**src/rtl/xsort_pkg.sv**
```systemverilog
package xsort_pkg;
  typedef enum logic [2:0] {
    ST_IDLE,
    ST_LDA,
    ST_LDB,
    ST_CMP,
    ST_WRJ,
    ST_RLA,
    ST_DONE
  } sort_state_e;
endpackage

```
**src/rtl/xsort_index_ctr.sv**
```systemverilog
module xsort_index_ctr #(
  parameter int AW   = 2,
  parameter int LAST = 3
) (
  input  logic          clk,
  input  logic          rst,
  input  logic          clr,
  input  logic          load,
  input  logic [AW-1:0] load_val,
  input  logic          step,
  output logic [AW-1:0] q,
  output logic          at_last
);
  localparam logic [AW-1:0] LAST_V = AW'(LAST);

  always_ff @(posedge clk) begin
    if (rst || clr)  q <= '0;
    else if (load)   q <= load_val;
    else if (step)   q <= q + 1'b1;
  end

  assign at_last = (q == LAST_V);


  no_wrap_chk: assert property (@(posedge clk) disable iff (rst)
    step |=> (q != '0));
endmodule

```
**src/rtl/xsort_regbank.sv**
```systemverilog
module xsort_regbank #(
  parameter int W  = 8,
  parameter int K  = 4,
  parameter int AW = 2
) (
  input  logic          clk,
  input  logic          we,
  input  logic [AW-1:0] waddr,
  input  logic [W-1:0]  wdata,
  input  logic [AW-1:0] raddr_int,
  output logic [W-1:0]  rdata_int,
  input  logic [AW-1:0] raddr_ext,
  output logic [W-1:0]  rdata_ext
);
  logic [W-1:0] slot [K];
  logic [K-1:0] wsel;

  for (genvar g = 0; g < K; g++) begin : g_slot
    assign wsel[g] = we && (waddr == AW'(g));
    always_ff @(posedge clk) begin
      if (wsel[g]) slot[g] <= wdata;
    end
  end

  assign rdata_int = slot[raddr_int];
  assign rdata_ext = slot[raddr_ext];
endmodule

```
**src/rtl/xsort_unit.sv**
```systemverilog
module xsort_unit
  import xsort_pkg::*;
#(
  parameter int W  = 8,
  parameter int K  = 4,
  parameter int AW = (K > 2) ? $clog2(K) : 1
) (
  input  logic          clk,
  input  logic          rst,
  input  logic          init_we,
  input  logic [AW-1:0] init_addr,
  input  logic [W-1:0]  init_data,
  input  logic          start,
  input  logic [AW-1:0] rd_addr,
  output logic [W-1:0]  rd_data,
  output logic          done
);
  localparam logic [AW-1:0] TOP_J = AW'(K - 1);

  sort_state_e state, state_nx;
  logic [W-1:0]  a_q, b_q, rdata_int, rdata_ext, wdata;
  logic [AW-1:0] i_q, j_q, waddr, raddr_int;
  logic          i_last, j_last, b_lt_a, advance, we, busy;

  assign b_lt_a  = (b_q < a_q);
  assign advance = ((state == ST_CMP) && !b_lt_a) || (state == ST_RLA);
  assign busy    = (state != ST_IDLE) && (state != ST_DONE);

  xsort_index_ctr #(.AW(AW), .LAST(K - 2)) u_ictr (
    .clk(clk), .rst(rst),
    .clr((state == ST_IDLE) && start),
    .load(1'b0), .load_val('0),
    .step(advance && j_last && !i_last),
    .q(i_q), .at_last(i_last)
  );

  xsort_index_ctr #(.AW(AW), .LAST(K - 1)) u_jctr (
    .clk(clk), .rst(rst),
    .clr(1'b0),
    .load(state == ST_LDA), .load_val(i_q + 1'b1),
    .step(advance && !j_last),
    .q(j_q), .at_last(j_last)
  );

  always_comb begin
    we    = 1'b0;
    waddr = i_q;
    wdata = b_q;
    case (state)
      ST_IDLE: begin we = init_we; waddr = init_addr; wdata = init_data; end
      ST_CMP:  we = b_lt_a;
      ST_WRJ:  begin we = 1'b1; waddr = j_q; wdata = a_q; end
      default: ;
    endcase
  end

  assign raddr_int = (state == ST_LDB) ? j_q : i_q;

  xsort_regbank #(.W(W), .K(K), .AW(AW)) u_bank (
    .clk(clk), .we(we), .waddr(waddr), .wdata(wdata),
    .raddr_int(raddr_int), .rdata_int(rdata_int),
    .raddr_ext(rd_addr), .rdata_ext(rdata_ext)
  );

  always_comb begin
    state_nx = state;
    case (state)
      ST_IDLE: if (start) state_nx = ST_LDA;
      ST_LDA:  state_nx = ST_LDB;
      ST_LDB:  state_nx = ST_CMP;
      ST_CMP:  if (b_lt_a) state_nx = ST_WRJ;
      ST_WRJ:  state_nx = ST_RLA;
      ST_DONE: if (!start) state_nx = ST_IDLE;
      default: state_nx = ST_IDLE;
    endcase
    if (advance) begin
      if (!j_last)     state_nx = ST_LDB;
      else if (i_last) state_nx = ST_DONE;
      else             state_nx = ST_LDA;
    end
  end

  always_ff @(posedge clk) begin
    if (rst) begin
      state   <= ST_IDLE;
      a_q     <= '0;
      b_q     <= '0;
      rd_data <= '0;
    end else begin
      state <= state_nx;
      if (state == ST_LDA || state == ST_RLA) a_q <= rdata_int;
      if (state == ST_LDB) b_q <= rdata_int;
      if (!busy) rd_data <= rdata_ext;
    end
  end

  assign done = (state == ST_DONE);


  launch_chk: assert property (@(posedge clk) disable iff (rst)
    (state == ST_IDLE && start) |=> (state == ST_LDA));

  swap_only_lower_chk: assert property (@(posedge clk) disable iff (rst)
    (state == ST_WRJ) |-> ($past(state) == ST_CMP && $past(b_q) < $past(a_q)));

  done_hold_chk: assert property (@(posedge clk) disable iff (rst)
    (done && start) |=> done);

  done_release_chk: assert property (@(posedge clk) disable iff (rst)
    (done && !start) |=> !done);

  rd_freeze_chk: assert property (@(posedge clk) disable iff (rst)
    busy |=> $stable(rd_data));

  j_above_i_chk: assert property (@(posedge clk) disable iff (rst)
    (busy && state != ST_LDA) |-> (j_q > i_q && j_q <= TOP_J));
endmodule

```
**config.mk**
```make
export PLATFORM = sky130hd
export DESIGN_NAME = xsort_unit
export DESIGN_NICKNAME = d
export VERILOG_FILES = /design/src/rtl/xsort_pkg.sv /design/src/rtl/xsort_index_ctr.sv /design/src/rtl/xsort_regbank.sv /design/src/rtl/xsort_unit.sv
export SDC_FILE = /design/constraint.sdc
export NUM_CORES = 1
export LEC_CHECK = 0
export BUFFER_PORTS_ARGS = -buffer_cell sky130_fd_sc_hd__buf_2
export CORE_MARGIN = 1
export CORE_UTILIZATION = 30
export CTS_CLUSTER_DIAMETER = 40
export DETAILED_ROUTE_END_ITERATION = 10
export REMOVE_ABC_BUFFERS = 1
export SYNTH_ARGS = -nofsm -noshare
export SYNTH_HDL_FRONTEND = slang
export SYNTH_HIERARCHICAL = 1
export SYNTH_SLANG_ARGS = --single-unit
```
**constraint.sdc**
```tcl
create_clock -name clk -period 5 [get_ports clk]
set_clock_uncertainty 0.2 [all_clocks]
set_input_delay 0.5 -clock clk [delete_from_list [all_inputs] [get_ports clk]]
set_output_delay 0.5 -clock clk [all_outputs]
set_load 0.02 [all_outputs]
```
---- After elaboration in Yosys (flattened, before gate mapping) ----
Memory sizes are Yosys's and may differ from the RTL's. A register that Yosys moved wholly into a read port is not among the register bits.
Index checks and enable logic that the tools add are counted.
storage, ports and cells
  register bits after elaboration ......... 23
  bits in latches ......................... 0
  RAM bits ................................ 32
  memory bits (read-only) ................. 0
  word-level logic and storage cells ...... 79
  memories ................................ 1
cells by class
  add/subtract/negate cells ............... 2
  multipliers ............................. 0
  divide/modulo/power cells ............... 0
  magnitude comparators ................... 1
  equality and inequality tests ........... 15
  shifts and indexed selects .............. 0
  muxes and demuxes ....................... 30
  bitwise logic cells ..................... 0
  reductions and logical operators ........ 25
memory list
  name         words  width  rd ports  clocked after Yosys merged registers in  write ports  RTL line             source
  u_bank.slot  4      8      2         1                                        1            xsort_regbank.sv:15  logic [W-1:0] slot [K];
operators with widths
  kind                                                             number
  8-bit 2-to-1 mux                                                 3
  8-bit OR reduction                                               3
  3-bit 2-to-1 mux                                                 6
  3-bit one-hot mux with 6 select lines                            1
  8-bit one-hot mux with 2 select lines                            1
  2-bit 2-to-1 mux                                                 6
  1-bit 2-to-1 mux                                                 11
  1-bit logical AND                                                10
  3-bit == test, second input constant                             3
  3-bit != test, second input constant                             3
  2-bit == test, second input constant                             4
  8-bit less-than comparator                                       1
  3-bit by 2-bit == test with 1-bit output, second input constant  2
  2-bit by 1-bit adder with 2-bit output, second input constant    2
  1-bit logical NOT                                                4
  2-bit one-hot mux with 2 select lines                            1
  3-bit by 1-bit == test with 1-bit output, second input constant  1
  3-bit logical NOT                                                1
  1-bit logical OR                                                 3
  3-bit by 2-bit != test with 1-bit output, second input constant  1
  1-bit one-hot mux with 3 select lines                            1
  3-bit AND reduction                                              1
  3-bit nonzero test                                               1
  2-bit by 1-bit == test with 1-bit output, second input constant  1
  2 further kinds                                                  2

---- Depth between registers and ports, before layout ----
  word-level depth ........................ 10
  gate-level depth with buffers ........... 9
  gate-level depth less buffers ........... 9

---- Modules after synthesis ----
Netlist, hierarchy kept.
by module, submodules not included
  module                    instances  cells an instance  area each (um^2)  seq. area each (um^2)
  xsort_unit                1          200                1,574.0           540.5
  xsort_regbank             1          56                 1,385.1           960.9
  xsort_index_ctr (u_ictr)  1          13                 123.9             40.0
  xsort_index_ctr (u_jctr)  1          10                 112.6             40.0

---- Worst setup path before layout ----
Ideal clock, no wire load.
  kind .................................... register to register
  start point ............................. reg a_q[5]
  end point ............................... mem u_bank.slot[0][0], enable pin
  setup time .............................. 0.385 ns
  data arrival time ....................... 2.181 ns
  required time ........................... 4.415 ns
  slack ................................... 2.234 ns
  cell stages (with the launch flop) ...... 9
  path buffers ............................ 0
  cell sequence ........................... dfxtp_1 inv_1 ha_1 a21oi_1 a2bb2oi_1 o311ai_2 nand4bb_1 o21ai_0 nor3b_1
on the way
  elaborated cells on any way between the ends .. 23
  those cells by class .................... 1 x order compare; 15 x mux; 7 x reduce/logical
RTL lines
  element                                   RTL line             source
  start: declaration                        xsort_unit.sv:21     logic [W-1:0] a_q, b_q, rdata_int, rdata_ext, wdata;
  start signal: assignment                  xsort_unit.sv:91     if (state == ST_LDA || state == ST_RLA) a_q <= rdata_int;
  8-bit less-than comparator                xsort_unit.sv:25     assign b_lt_a = (b_q < a_q);
  1-bit one-hot mux with 3 select lines     xsort_unit.sv:49     case (state)
  net we                                    xsort_unit.sv:23     logic i_last, j_last, b_lt_a, advance, we, busy;
  1-bit logical AND                         xsort_regbank.sv:19  assign wsel[g] = we && (waddr == AW'(g));
  net u_bank.wsel[0]                        xsort_regbank.sv:16  logic [K-1:0] wsel;
  1-bit 2-to-1 mux                          xsort_regbank.sv:21  if (wsel[g]) slot[g] <= wdata;
  1-bit 2-to-1 mux (not written as such)    xsort_regbank.sv:21
  1-bit 2-to-1 mux (no line) (3 in series)  n/a
  end: declaration                          xsort_regbank.sv:15
The timed path passes the listed nets, and every way through them passes these cells.

---- Final worst setup path ----
  start point ............................. reg state[2]
  end point ............................... reg b_q[4]
on the way
  longest elaborated chain between the ends .. 3
RTL lines
  element                                   RTL line          source
  start: declaration                        xsort_unit.sv:20  sort_state_e state, state_nx;
  start signal: assignment                  xsort_unit.sv:90  state <= state_nx;
  3-bit by 2-bit == test with 1-bit output  xsort_unit.sv:57  assign raddr_int = (state == ST_LDB) ? j_q : i_q;
  2-bit 2-to-1 mux                          xsort_unit.sv:57
  net raddr_int[0]                          xsort_unit.sv:22  logic [AW-1:0] i_q, j_q, waddr, raddr_int;
  memory read 4 x 8 bit                     n/a
  net rdata_int[4]                          xsort_unit.sv:21
  end signal: assignment                    xsort_unit.sv:92  if (state == ST_LDB) b_q <= rdata_int;
  end: declaration                          xsort_unit.sv:21
The timed path passes the listed nets, and every way through them passes these cells.
A chain may end at the register's enable or synchronous reset.

==> impl_results.md <==
- Drt pass-1 iters: 4
- Cell Area, Synth: roughly 3200 sq um
- TritonCTS clock tree: built
- Die Wd: ~110 microns
- Syn Inst Count: 279
- Die Area: 11,100 sq um
- Mean post-synth cell area: between 10 and 15 sq um
- Yosys warning count: 6
- CTS root buf: clkbuf_8
- I/O pin count: 25
- TritonCTS Sinks: 63
- Commonest non-fill, non-tap cells in the layout: nand2_1, edfxtp_1, dfxtp_1
- Startpoint types: register
- Final setup violation count: 0
- Critical path data required time: 4.99 ns
- First-pass GRT wire length: 10.9 mm
- Maximum VDD drop: 0.159 mV
- Row count: 37
- Hold endpoint: a_q[6]
- Fin Hold WS: 0.274 ns
- Synth unique cells: 47
- Area growth from synthesis to layout: 12.9%
- Slew @ Worst Pin: 1.10 ns
- R2R setup slack: 1.53 ns
- Vias in the first global route: 2,081
- Post-cts resize count: 0
- CTS Buf Count: 9
- Final period util: 69.3%
- Final Critical Period: 3.47 ns
- Initial core utilization: between 30% and 40%
- Largest net degree at the start of global routing: 33
- Max_slew headroom: a little over a quarter
- Unrepaired setup endpoints after global routing: no
- Max-cap violations: 0
- Nets: 329
- Pre-CTS WS: 1.45 ns
- Reg2Reg Depth: 5
- Min-Delay Path Depth: 2
- Sequential fraction of the synthesis area: 49.5%
- Clock latency on the worst-skew pair: 0.33 ns
- Die H: approximately 110 microns
- Drt wl/cell: 15.1 microns
- Initial DRC count: 140
- Min-delay worst type: reg2reg
- Worst EP arrival: between 3 and 4 ns
- P per Cell Area: around 360 nW/um^2
- Crit path max fanout: 23
- Worst setup path class: reg2reg
- Clock-pin transition on the worst setup and hold timing paths: ~0.070 ns
- Routed Antenna Nets: 0
- Max clock buf depth: 2
- Hold_sp: a_q[6]
- Port bufs: 24
- Post-synth EDFFs: 32
- Max Fclk: between 0.2 and 0.3 GHz
- Placed Cells incl. Taps: 429
- R2R Path End: b_q[4]
- Synth Register Bits: 63
- Core ar.: 10,300 sq um
- DR vias: 2,153
- Setup crit end kind: register
- Worst setup margin: roughly 1.5 ns
- Via density: a little under 5
- Setup_tns: 0 ns
- Initial antenna violation count: 0
- Leak: around 1.3 nW
- Worst r2r src: state[2]
- Prevailing post-synth register cell: edfxtp_1
- Commonest non-fill, non-tap cell in the layout: nand2_1
- GRT Total Usage: 13.1%
- Drt drc: 0
- Share of cells above drive strength 1: 20.1%
- Max-slew violation count: 0
- Placer Congestion: around 0.80
- Cell Count, Final, Fillers Out: about 450
- Status: finished clean
- Grt ovf: 0
- Design Power: 0.00128 W
- ANT cells: 0
- Final wirelength: 6.71 mm
- Ys async rst share: 0%
- Fillers: around 1,000
- CTS Hold Bufs: 0
- H-Tree Depth: 3
- # Post-CTS Setup Buffers: 0
- Dpl hpwl: 4.90 mm
- Final hold viol count: 0
## sequential cells by signal (all words and copies together) (netlist names)
name	flops
u_jctr/q	2
u_bank/slot	32
b_q	8
state	3
rd_data	8
a_q	8
u_ictr/q	2
## power breakdown
part / switching [W] / internal [W] / leakage [nW] / total [W]
sequential: 0.0000335 / 0.000596 / 0.549 / 0.000630
clock: 0.000187 / 0.000228 / 0.0880 / 0.000416
combinational: 0.000138 / 0.000101 / 0.630 / 0.000239
## stage by stage
step	utilization, %	area, sq um
after floorplan	-	3130
after global placement	33.2	3430
after detailed placement	33.2	3430
after CTS	34.9	3610
after global routing	34.9	3610
final	34.9	3610
## Yosys cell counts (2+ instances only)
library cell	n	area share, %
nor3b_1	2	0.47
nand2b_1	3	0.59
inv_1	13	1.5
clkbuf_1	9	1.1
a2111oi_2	2	0.94
ha_1	9	3.5
buf_6	2	0.70
a21oi_1	20	3.1
o21ai_0	22	3.4
clkbuf_2	3	0.47
mux2i_1	19	6.0
edfxtp_1	32	30
nor2_1	16	1.9
buf_2	3	0.47
nand2_1	37	4.3
dfxtp_1	31	19
nor2b_1	5	0.98
mux4_2	16	11
nor3_1	2	0.31
xnor2_1	2	0.55
xor2_1	2	0.55
and3_1	2	0.39
and3b_1	3	0.82
## cell type report
| type | count | area (sq um) | area share [%] |
|---|---|---|---|
| clock buffers | 12 | 135 | 3.75 |
| clock inverters | 4 | 46.3 | 1.28 |
| inverters | 13 | 48.8 | 1.35 |
| multi-input cells | 192 | 1500 | 41.5 |
| flip-flops and latches | 63 | 1580 | 43.8 |
| well taps | 136 | 170 | 4.72 |
| repair buffers | 25 | 128 | 3.54 |
## worst max-delay path by stage
stage               startpoint     end  cells past startpoint
floorplan             state[2]  b_q[0]                      5
detailed placement    state[2]  b_q[2]                      5
global placement      state[2]  b_q[5]                      5
global route          state[2]  b_q[0]                      5
CTS                   state[2]  b_q[2]                      5
finish                state[2]  b_q[4]                      5
## worst max-delay path, cell delays in order (launching register included)
cell     delay, ns
dfxtp_1       0.99
nor3b_2       0.35
o21ai_1       0.94
mux4_2        0.64
mux2i_1       0.15
nor2_1        0.06
## kinds of logic after synthesis
group,synth area share (%)
simple gates,12.7
flops,49.5
compound gates,11.0
mux,17.6
buf+inv,4.46
fa+ha+maj,3.52
xor+xnor,1.10
other cells,0.117
## routing by layer
metal	vias to the layer above	track usage, %	wire [microns]
li1	1064	-	-
met1	1038	16.8	3100
met2	42	20.5	3160
met3	9	3.37	300
met4	0	5.94	146
met5	-	0	0
Power figures use the tool's default switching activity.
